==> config.mk <==
export PLATFORM = sky130hd
export DESIGN_NAME = exp_rom_ctrl
export DESIGN_NICKNAME = d
export VERILOG_FILES = /design/src/rtl/exp_rom_ctrl.sv
export SDC_FILE = /design/constraint.sdc
export NUM_CORES = 1
export LEC_CHECK = 0
export BUFFER_PORTS_ARGS = -buffer_cell sky130_fd_sc_hd__buf_2
export CORE_ASPECT_RATIO = 0.5
export CORE_UTILIZATION = 51
export DETAILED_ROUTE_END_ITERATION = 16
export GPL_ROUTABILITY_DRIVEN = 1
export GPL_TIMING_DRIVEN = 0
export HOLD_SLACK_MARGIN = 0.1
export PLACE_DENSITY = 0.87
export SYNTH_ARGS = -nofsm -noshare
export SYNTH_HDL_FRONTEND = slang
export SYNTH_SLANG_ARGS = --single-unit
==> constraint.sdc <==
create_clock -name clk -period 4.27 [get_ports clk]
set_input_delay 0.854 -clock clk [delete_from_list [all_inputs] [get_ports clk]]
set_output_delay 0.854 -clock clk [all_outputs]
set_load 0.01 [all_outputs]
==> src/rtl/exp_rom_ctrl.sv <==
module exp_rom_ctrl #(
  parameter int AW = 16,
  parameter int DW = 16,
  parameter int TW = 4
) (
  input  logic          clk,
  input  logic          rst,
  input  logic          cfg_we,
  input  logic [TW-1:0] cfg_tmg,
  input  logic          cfg_wide,
  input  logic          req_valid,
  input  logic          req_write,
  input  logic [AW-1:0] req_addr,
  input  logic [DW-1:0] req_wdata,
  output logic          busy,
  output logic          rdy,
  output logic [DW-1:0] rdata,
  output logic [AW-1:0] eb_addr,
  output logic [DW-1:0] eb_dout,
  output logic          eb_doe,
  input  logic [DW-1:0] eb_din,
  output logic          eb_cs_n,
  output logic          eb_we_n
);
  localparam int HD = DW / 2;
  localparam int HA = AW / 2;
  localparam logic [TW-1:0] TMAX = '1;
  localparam logic [TW-1:0] TONE = TW'(1);

  logic          act, wr, wide_a, wide_q, rdy_q;
  logic [TW-1:0] cnt, lim, tmg_q;
  logic [AW-1:0] addr_q;
  logic [DW-1:0] wd_q, rd_q;

  always_ff @(posedge clk) begin
    if (rst) begin
      act    <= 1'b0;
      wr     <= 1'b0;
      wide_a <= 1'b0;
      wide_q <= 1'b0;
      tmg_q  <= TMAX;
      cnt    <= '0;
      lim    <= TONE;
      addr_q <= '0;
      wd_q   <= '0;
      rd_q   <= '0;
      rdy_q  <= 1'b0;
    end else begin
      rdy_q <= 1'b0;
      if (cfg_we) begin
        tmg_q  <= cfg_tmg;
        wide_q <= cfg_wide;
      end
      if (!act) begin
        if (req_valid) begin
          act    <= 1'b1;
          wr     <= req_write;
          lim    <= (tmg_q == '0) ? TONE : tmg_q;
          wide_a <= wide_q;
          addr_q <= req_addr;
          wd_q   <= req_wdata;
          cnt    <= '0;
        end
      end else if (cnt == lim) begin
        act   <= 1'b0;
        rdy_q <= 1'b1;
        if (!wr)
          rd_q <= wide_a ? eb_din : {{(DW-HD){1'b0}}, eb_din[HD-1:0]};
      end else begin
        cnt <= cnt + TONE;
      end
    end
  end

  assign busy    = act;
  assign rdy     = rdy_q;
  assign rdata   = rd_q;
  assign eb_cs_n = !act;
  assign eb_we_n = !(act && wr && (cnt != '0));
  assign eb_doe  = act && wr;
  assign eb_addr = !act ? '0 : (wide_a ? addr_q : {{(AW-HA){1'b0}}, addr_q[HA-1:0]});
  assign eb_dout = !eb_doe ? '0 : (wide_a ? wd_q : {{(DW-HD){1'b0}}, wd_q[HD-1:0]});
endmodule

==> results.toml, run 1 <==
[timing]
tns_ns = 0
worst-slew-pin-transition_ns = 0.5283
holdWs_ns = 0.4523
rsz0062_at_grt = "false"
period_needed_ns = 2.739
timing.final.max_slew_violations = 0
fin_ws_ns = 1.531
relSlewSlack_pct = 64.78
setup_viol = 0
period_share_pct = 64.16
skew_ns = 0.004560
hold_violations = 0
max_freq_mhz = 365.0

[route]
dr.pass1.iters = 4
routed_via_density = 5.273
antenna_left = 0
vias = 2816
drt_iter0_markers = 177
drt-total-wl_um = 6929
drc = 0
post_drt_wl_per_cell_um = 12.98

[yosys]
synth_seq_cells = 65
synth_fp_nets = 400
synth-edff-count = 0
synth.top_cell.area_share_pct = 48.35
netlist_area_um2 = 2691
synthTopCellsByCount = "79 x nand2_1, 65 x dfxtp_1, 54 x a21oi_1"
synth.distinct_cells = 28
yosys_warnings = 0
synth.yosys.seq_area_share_pct = 48.35
synthArstFlopShare_pct = 0
synthFlopType = "dfxtp_1"
syn_area_per_cell_um2 = 7.916
synth_cells = 340
synth.largest_area_cell = "dfxtp_1"
synth_area_leaders = "dfxtp_1 48%, nand2_1 11%, a21oi_1 10%"
synthMostInstantiatedCell = "nand2_1"

[power]
clkPwrFrac_pct = 40.4
power_switching_w = 0.0003445
p_seq_share_pct = 47.6
p_comb_share_pct = 12.0
ir_worst_vdd_mv = 0.2144
swShare_pct = 25.18
cellPowerDensity_nw_per_um2 = 387.6
p_int_w = 0.001024
p_leak_nw = 1.683

[final_layout]
nets = 519
multiInputGateArea_um2 = 1244
final_cells = 534
fillerInstances = 424
seqCellArea_um2 = 1301
final_layout_size_suffix_gt1_share_pct = 28.02
area_delta_synth_final_pct = 31.15
diodes = 0

[clock_network]
ctsHtreeMaxLevel = 3
clock-sinks = 65
cts_tree = "built"
clk_pin_slew_worst_paths_ns = 0.07
hold_buffers = 0
numCtsBuffers = 9
post_cts_resized = 0
clock_path_buffers = 2
cts_root_buf = "clkbuf_8"
insertion_delay_ns = 0.33
post-cts-setup-buffers = 0

[placed_design]
dp_slack_ns = 1.971
dpl.hpwl_um = 5004
gp_congestion = 0.8445
port_buffers = 108
dp.cells = 518

[setup_path]
cp_data_required_time_ns = 3.42
start_kind = "flip-flop"
slowest_delay_ns = 0.47
end_kind = "output pin"
rrSetupSlack_ns = 2.45
ff2ff_path_depth = 5
cpMaxStageDelayCell = "dfxtp_1"
path_cells = "clkbuf_1 -> clkbuf_1 -> and3_1 -> buf_2"
cp_max_fo = 10
crit_path_start = "busy"
crit_path_frequent_cell = "clkbuf_1"
regToRegStartpoint = "busy"
worstSetupEndpoint = "eb_dout[4]"
timing.rr.end = "rdata[14]"
crit_type = "flip-flop to output pin"
arrival_ns = 1.89

[global_routing]
grt-ovfl-total = 0
grt_pass1_wl_um = 10560
grt_usage_pct = 24.78
grt_start_max_net_pins = 12
grt_pass1_vias = 2397
antenna_found_initial = 0

[die]
die_y_um = 53.37
dieArea_um2 = 5589
start_util_pct = 53.83
num_rows = 18
ios = 111
die_w_um = 104.7
core_um2 = 5000

[flow_run]
cap_viol_max_count = 0

[outcome]
status = "completed"

[worst_hold_path]
hp-class = "flip-flop to flip-flop"
min_path_cells = 2
-- area by class of cell --
class / instances / share of cell area, %
clock inverter: 6 / 2.340
sequential: 65 / 36.87
clock buffer: 10 / 3.616
multi-input combinational: 242 / 35.24
tap: 70 / 2.481
buffer: 29 / 3.722
inverter: 4 / 0.4254
timing repair buffer: 108 / 15.31
-- worst max-delay path, delay by kind of cell (launching register included) --
kind / cells / cell delay [ns]
and+or+nand+nor: 1 / 0.24
DFF: 1 / 0.47
buffers and inverters: 3 / 0.84
-- cell families after synthesis --
logic type / count (synthesis) / share of synthesized area (%)
buf+inv: 33 / 5.439
mux: 1 / 0.3719
fa+ha+maj: 2 / 0.9297
flops: 65 / 48.35
compound gates: 80 / 15.81
xor+xnor: 4 / 1.302
simple gates: 155 / 27.80
-- registers in the layout (all words and copies together), names as in the netlist --
name    count
addr_q     16
rdata      16
wd_q       16
cnt         4
lim         4
tmg_q       4
busy        1
rdy         1
wide_a      1
wide_q      1
wr          1
-- placed cells by master (no fill, tap or decap), types with 2 or more instances in the layout --
cell       instances
xor2_1             4
nor3_1             3
and2_1             9
nand2b_1           2
clkinv_2           3
o21ai_1           18
nand2_1           79
nor2b_1            5
or4_1              2
a21oi_1           54
clkbuf_8           9
buf_2            111
o211ai_1           2
dfxtp_1           65
nand4_1            8
nand3_1           13
inv_1              4
and3_1            24
clkbuf_1          25
ha_1               2
bufinv_16          2
a211o_1            4
nor2_1             7
-- per-stage QoR --
stage	utilization, %	instance area [µm²]	total power (W)
after floorplan	-	2691	0.0007625
after global placement	66.39	3319	0.0008237
after detailed placement	66.39	3319	0.0008269
after CTS	70.60	3530	0.001372
after global routing	70.60	3530	0.001430
final	70.60	3530	0.001368
-- power groups by stage --
| stage | logic (W) | clock network [W] | registers, W |
|---|---|---|---|
| 5_1_grt | 0.000183 | 0.000593 | 0.000654 |
| 4_1_cts | 0.000164 | 0.000558 | 0.000651 |
| 3_5_place_dp | 0.000162 | 0 | 0.000665 |
| 3_3_place_gp | 0.000160 | 0 | 0.000663 |
| 2_1_floorplan | 0.000101 | 0 | 0.000662 |
| 6_report | 0.000165 | 0.000552 | 0.000651 |
-- worst min-delay path by stage --
stage	startpoint	endpoint	slack (ns)
after floorplan	wide_q	wide_a	0.43
after global placement	addr_q[0]	addr_q[0]	0.44
after detailed placement	wd_q[9]	wd_q[9]	0.44
after CTS	wd_q[9]	wd_q[9]	0.45
after global routing	wd_q[7]	wd_q[7]	0.47
final	addr_q[1]	addr_q[1]	0.45
-- layer usage --
layer,share of wire [%],global-route usage [%]
met5,0,0
met4,1.1,7.042
met3,8.7,8.990
met2,45,41.50
met1,45,30.48
Note: power is estimated with default switching activity, not from simulation.
==> inputs of run 2 (changes only) <==
ABC_AREA = 1   (was default)
CORE_UTILIZATION = 48   (was 51)
PLACE_DENSITY = 0.83   (was 0.87)
clock period = 2.63 ns   (was 4.27 ns; I/O delays follow)
==> run 2 against run 1 <==
Net effect:
- sequential share of layout area fell by 1.1 points
- flip-flop and latch count did not move
- utilization fell by 0.31 points
- global-route usage fell by 2.1 points
- setup slack got worse by 0.99 ns
- via count fell by 2.8%
- register-to-register slack got worse by 1.3 ns
- die area rose by 6.9%
- clock skew fell by 0.00050 ns
- clock power rose by 110%
- critical endpoint is now eb_dout[14]
- largest cell class unchanged
==> results.toml, run 2 <==
[worst_hold_path]
worstHoldEndpoint = "tmg_q[3]"
hp-class = "input pin to flip-flop"
min_path_cells = 3
hp-start = "cfg_tmg[3]"

[timing]
fin_ws_ns = 0.5372
worst-slew-pin-transition_ns = 0.5088
timing.final.max_slew_violations = 0
max_freq_mhz = 477.8
rsz0062_at_grt = "false"
period_needed_ns = 2.093
period_share_pct = 79.58
tns_ns = 0
setup_viol = 0
relSlewSlack_pct = 66.08
hold_violations = 0
skew_ns = 0.004057

[clock_network]
post_cts_resized = 0
insertion_delay_ns = 0.32
post-cts-setup-buffers = 0
clock_path_buffers = 2
cts_tree = "built"
ctsHtreeMaxLevel = 3
clk_pin_slew_worst_paths_ns = 0.05
hold_buffers = 0
numCtsBuffers = 9
cts_root_buf = "clkbuf_16"
clock-sinks = 65

[die]
die_y_um = 55.16
ios = 111
start_util_pct = 52.37
num_rows = 18
dieArea_um2 = 5974
die_w_um = 108.3
core_um2 = 5180

[yosys]
syn_area_per_cell_um2 = 7.101
synth_cells = 382
netlist_area_um2 = 2713
synth_fp_nets = 442
synthArstFlopShare_pct = 0
synthMostInstantiatedCell = "nand2_1"
synthTopCellsByCount = "73 x nand2_1, 69 x nor2_1, 65 x dfxtp_1"
synth_area_leaders = "dfxtp_1 48%, nand2_1 10%, nor2_1 9.5%"
yosys_warnings = 0
synth.top_cell.area_share_pct = 47.97
synth.largest_area_cell = "dfxtp_1"
synth.distinct_cells = 19
synth-edff-count = 0
synth.yosys.seq_area_share_pct = 47.97
synth_seq_cells = 65
synthFlopType = "dfxtp_1"

[placed_design]
dp_slack_ns = 0.8522
postPlaceCellArea_um2 = 3351
dpl.hpwl_um = 4814
port_buffers = 110
dp.cells = 562
gp_congestion = 0.8300

[flow_run]
cap_viol_max_count = 0

[final_layout]
area_delta_synth_final_pct = 34.22
fin_area_um2 = 3641
final_layout_size_suffix_gt1_share_pct = 28.35
final_common_cell = "buf_2"
diodes = 0
nets = 563
final_cell_mix = "113 x buf_2, 73 x nand2_1, 69 x nor2_1"
utilization_pct = 70.29
final_cells = 578

[global_routing]
antenna_found_initial = 0
grt-ovfl-total = 0
grt_usage_pct = 22.63
grt_pass1_wl_um = 10020
grt_pass1_vias = 2313
grt_start_max_net_pins = 11

[power]
p_comb_share_pct = 12.3
cellPowerDensity_nw_per_um2 = 699.3
p_seq_share_pct = 42.9
swShare_pct = 24.05
p_int_w = 0.001934
p_leak_nw = 1.855
power_switching_w = 0.0006124
ir_worst_vdd_mv = 0.4264
clkPwrFrac_pct = 44.8

[route]
routed_via_density = 4.735
met2_length_um = 2968
drc = 0
top_layer_used = "met4"
wl_met1_um = 3173
drt-total-wl_um = 6637
dr.pass1.iters = 4
vias = 2737
antenna_left = 0
dr_wl_met3_um = 429
drt_iter0_markers = 208
post_drt_wl_per_cell_um = 11.48

[setup_path]
crit_type = "flip-flop to output pin"
rrSetupSlack_ns = 1.19
cp_max_fo = 10
cp_data_required_time_ns = 2.10
timing.rr.end = "addr_q[12]"
end_kind = "output pin"
ff2ff_path_depth = 5
start_kind = "flip-flop"
arrival_ns = 1.57
regToRegStartpoint = "busy"

[outcome]
status = "completed"
run 2: worst max-delay path by stage:
stage / from / to / slack (ns) / cells past startpoint
global placement: busy / eb_dout[14] / 0.86 / 5
finish: busy / eb_dout[14] / 0.54 / 5
floorplan: busy / eb_dout[14] / 1.11 / 4
CTS: busy / eb_dout[14] / 0.51 / 5
detailed placement: busy / eb_dout[15] / 0.85 / 5
global route: busy / eb_addr[13] / 0.43 / 5
run 2: cell type report:
class / instances / area [µm²]
fillers: 451 / 1539
multi-input cells: 248 / 1119
plain buffers: 20 / 108.9
flip-flops and latches: 65 / 1301
repair buffers: 110 / 550.5
inverters: 49 / 183.9
clock buffers: 13 / 250.2
clock inverters: 3 / 40.04
well taps: 70 / 87.58
run 2: through the flow:
stage	hold slack [ns]	power, W
6_report	0.4197	0.002546
5_1_grt	0.4303	0.002654
4_1_cts	0.4152	0.002560
3_5_place_dp	0.4427	0.001420
3_3_place_gp	0.4375	0.001411
2_1_floorplan	0.4236	0.001303
run 2: cell families after synthesis:
| family | count (synthesis) | synth area share (%) |
|---|---|---|
| compound gates | 80 | 14.85 |
| xor+xnor | 2 | 0.6459 |
| fa+ha+maj | 2 | 0.9224 |
| buf+inv | 69 | 10.79 |
| flops | 65 | 47.97 |
| simple gates | 164 | 24.82 |
run 2: critical path: stages (launching register included):
cell      delay (ns)
dfxtp_1         0.31
buf_4           0.16
nand2_1         0.13
clkbuf_1        0.41
nor2_1          0.09
buf_2           0.15
run 2: power by group through the flow:
stage / sequential, W / combinational (W) / clock (W)
finish: 0.00109 / 0.000314 / 0.00114
global placement: 0.00111 / 0.000304 / 0
CTS: 0.00109 / 0.000314 / 0.00116
floorplan: 0.00111 / 0.000196 / 0
detailed placement: 0.00111 / 0.000311 / 0
global route: 0.00110 / 0.000353 / 0.00120
run 2: layer usage:
layer,GRT usage (%),vias to the layer above
met5,0,-
met4,6.982,0
met3,7.728,8
met2,39.07,81
met1,27.45,1212
li1,-,1436
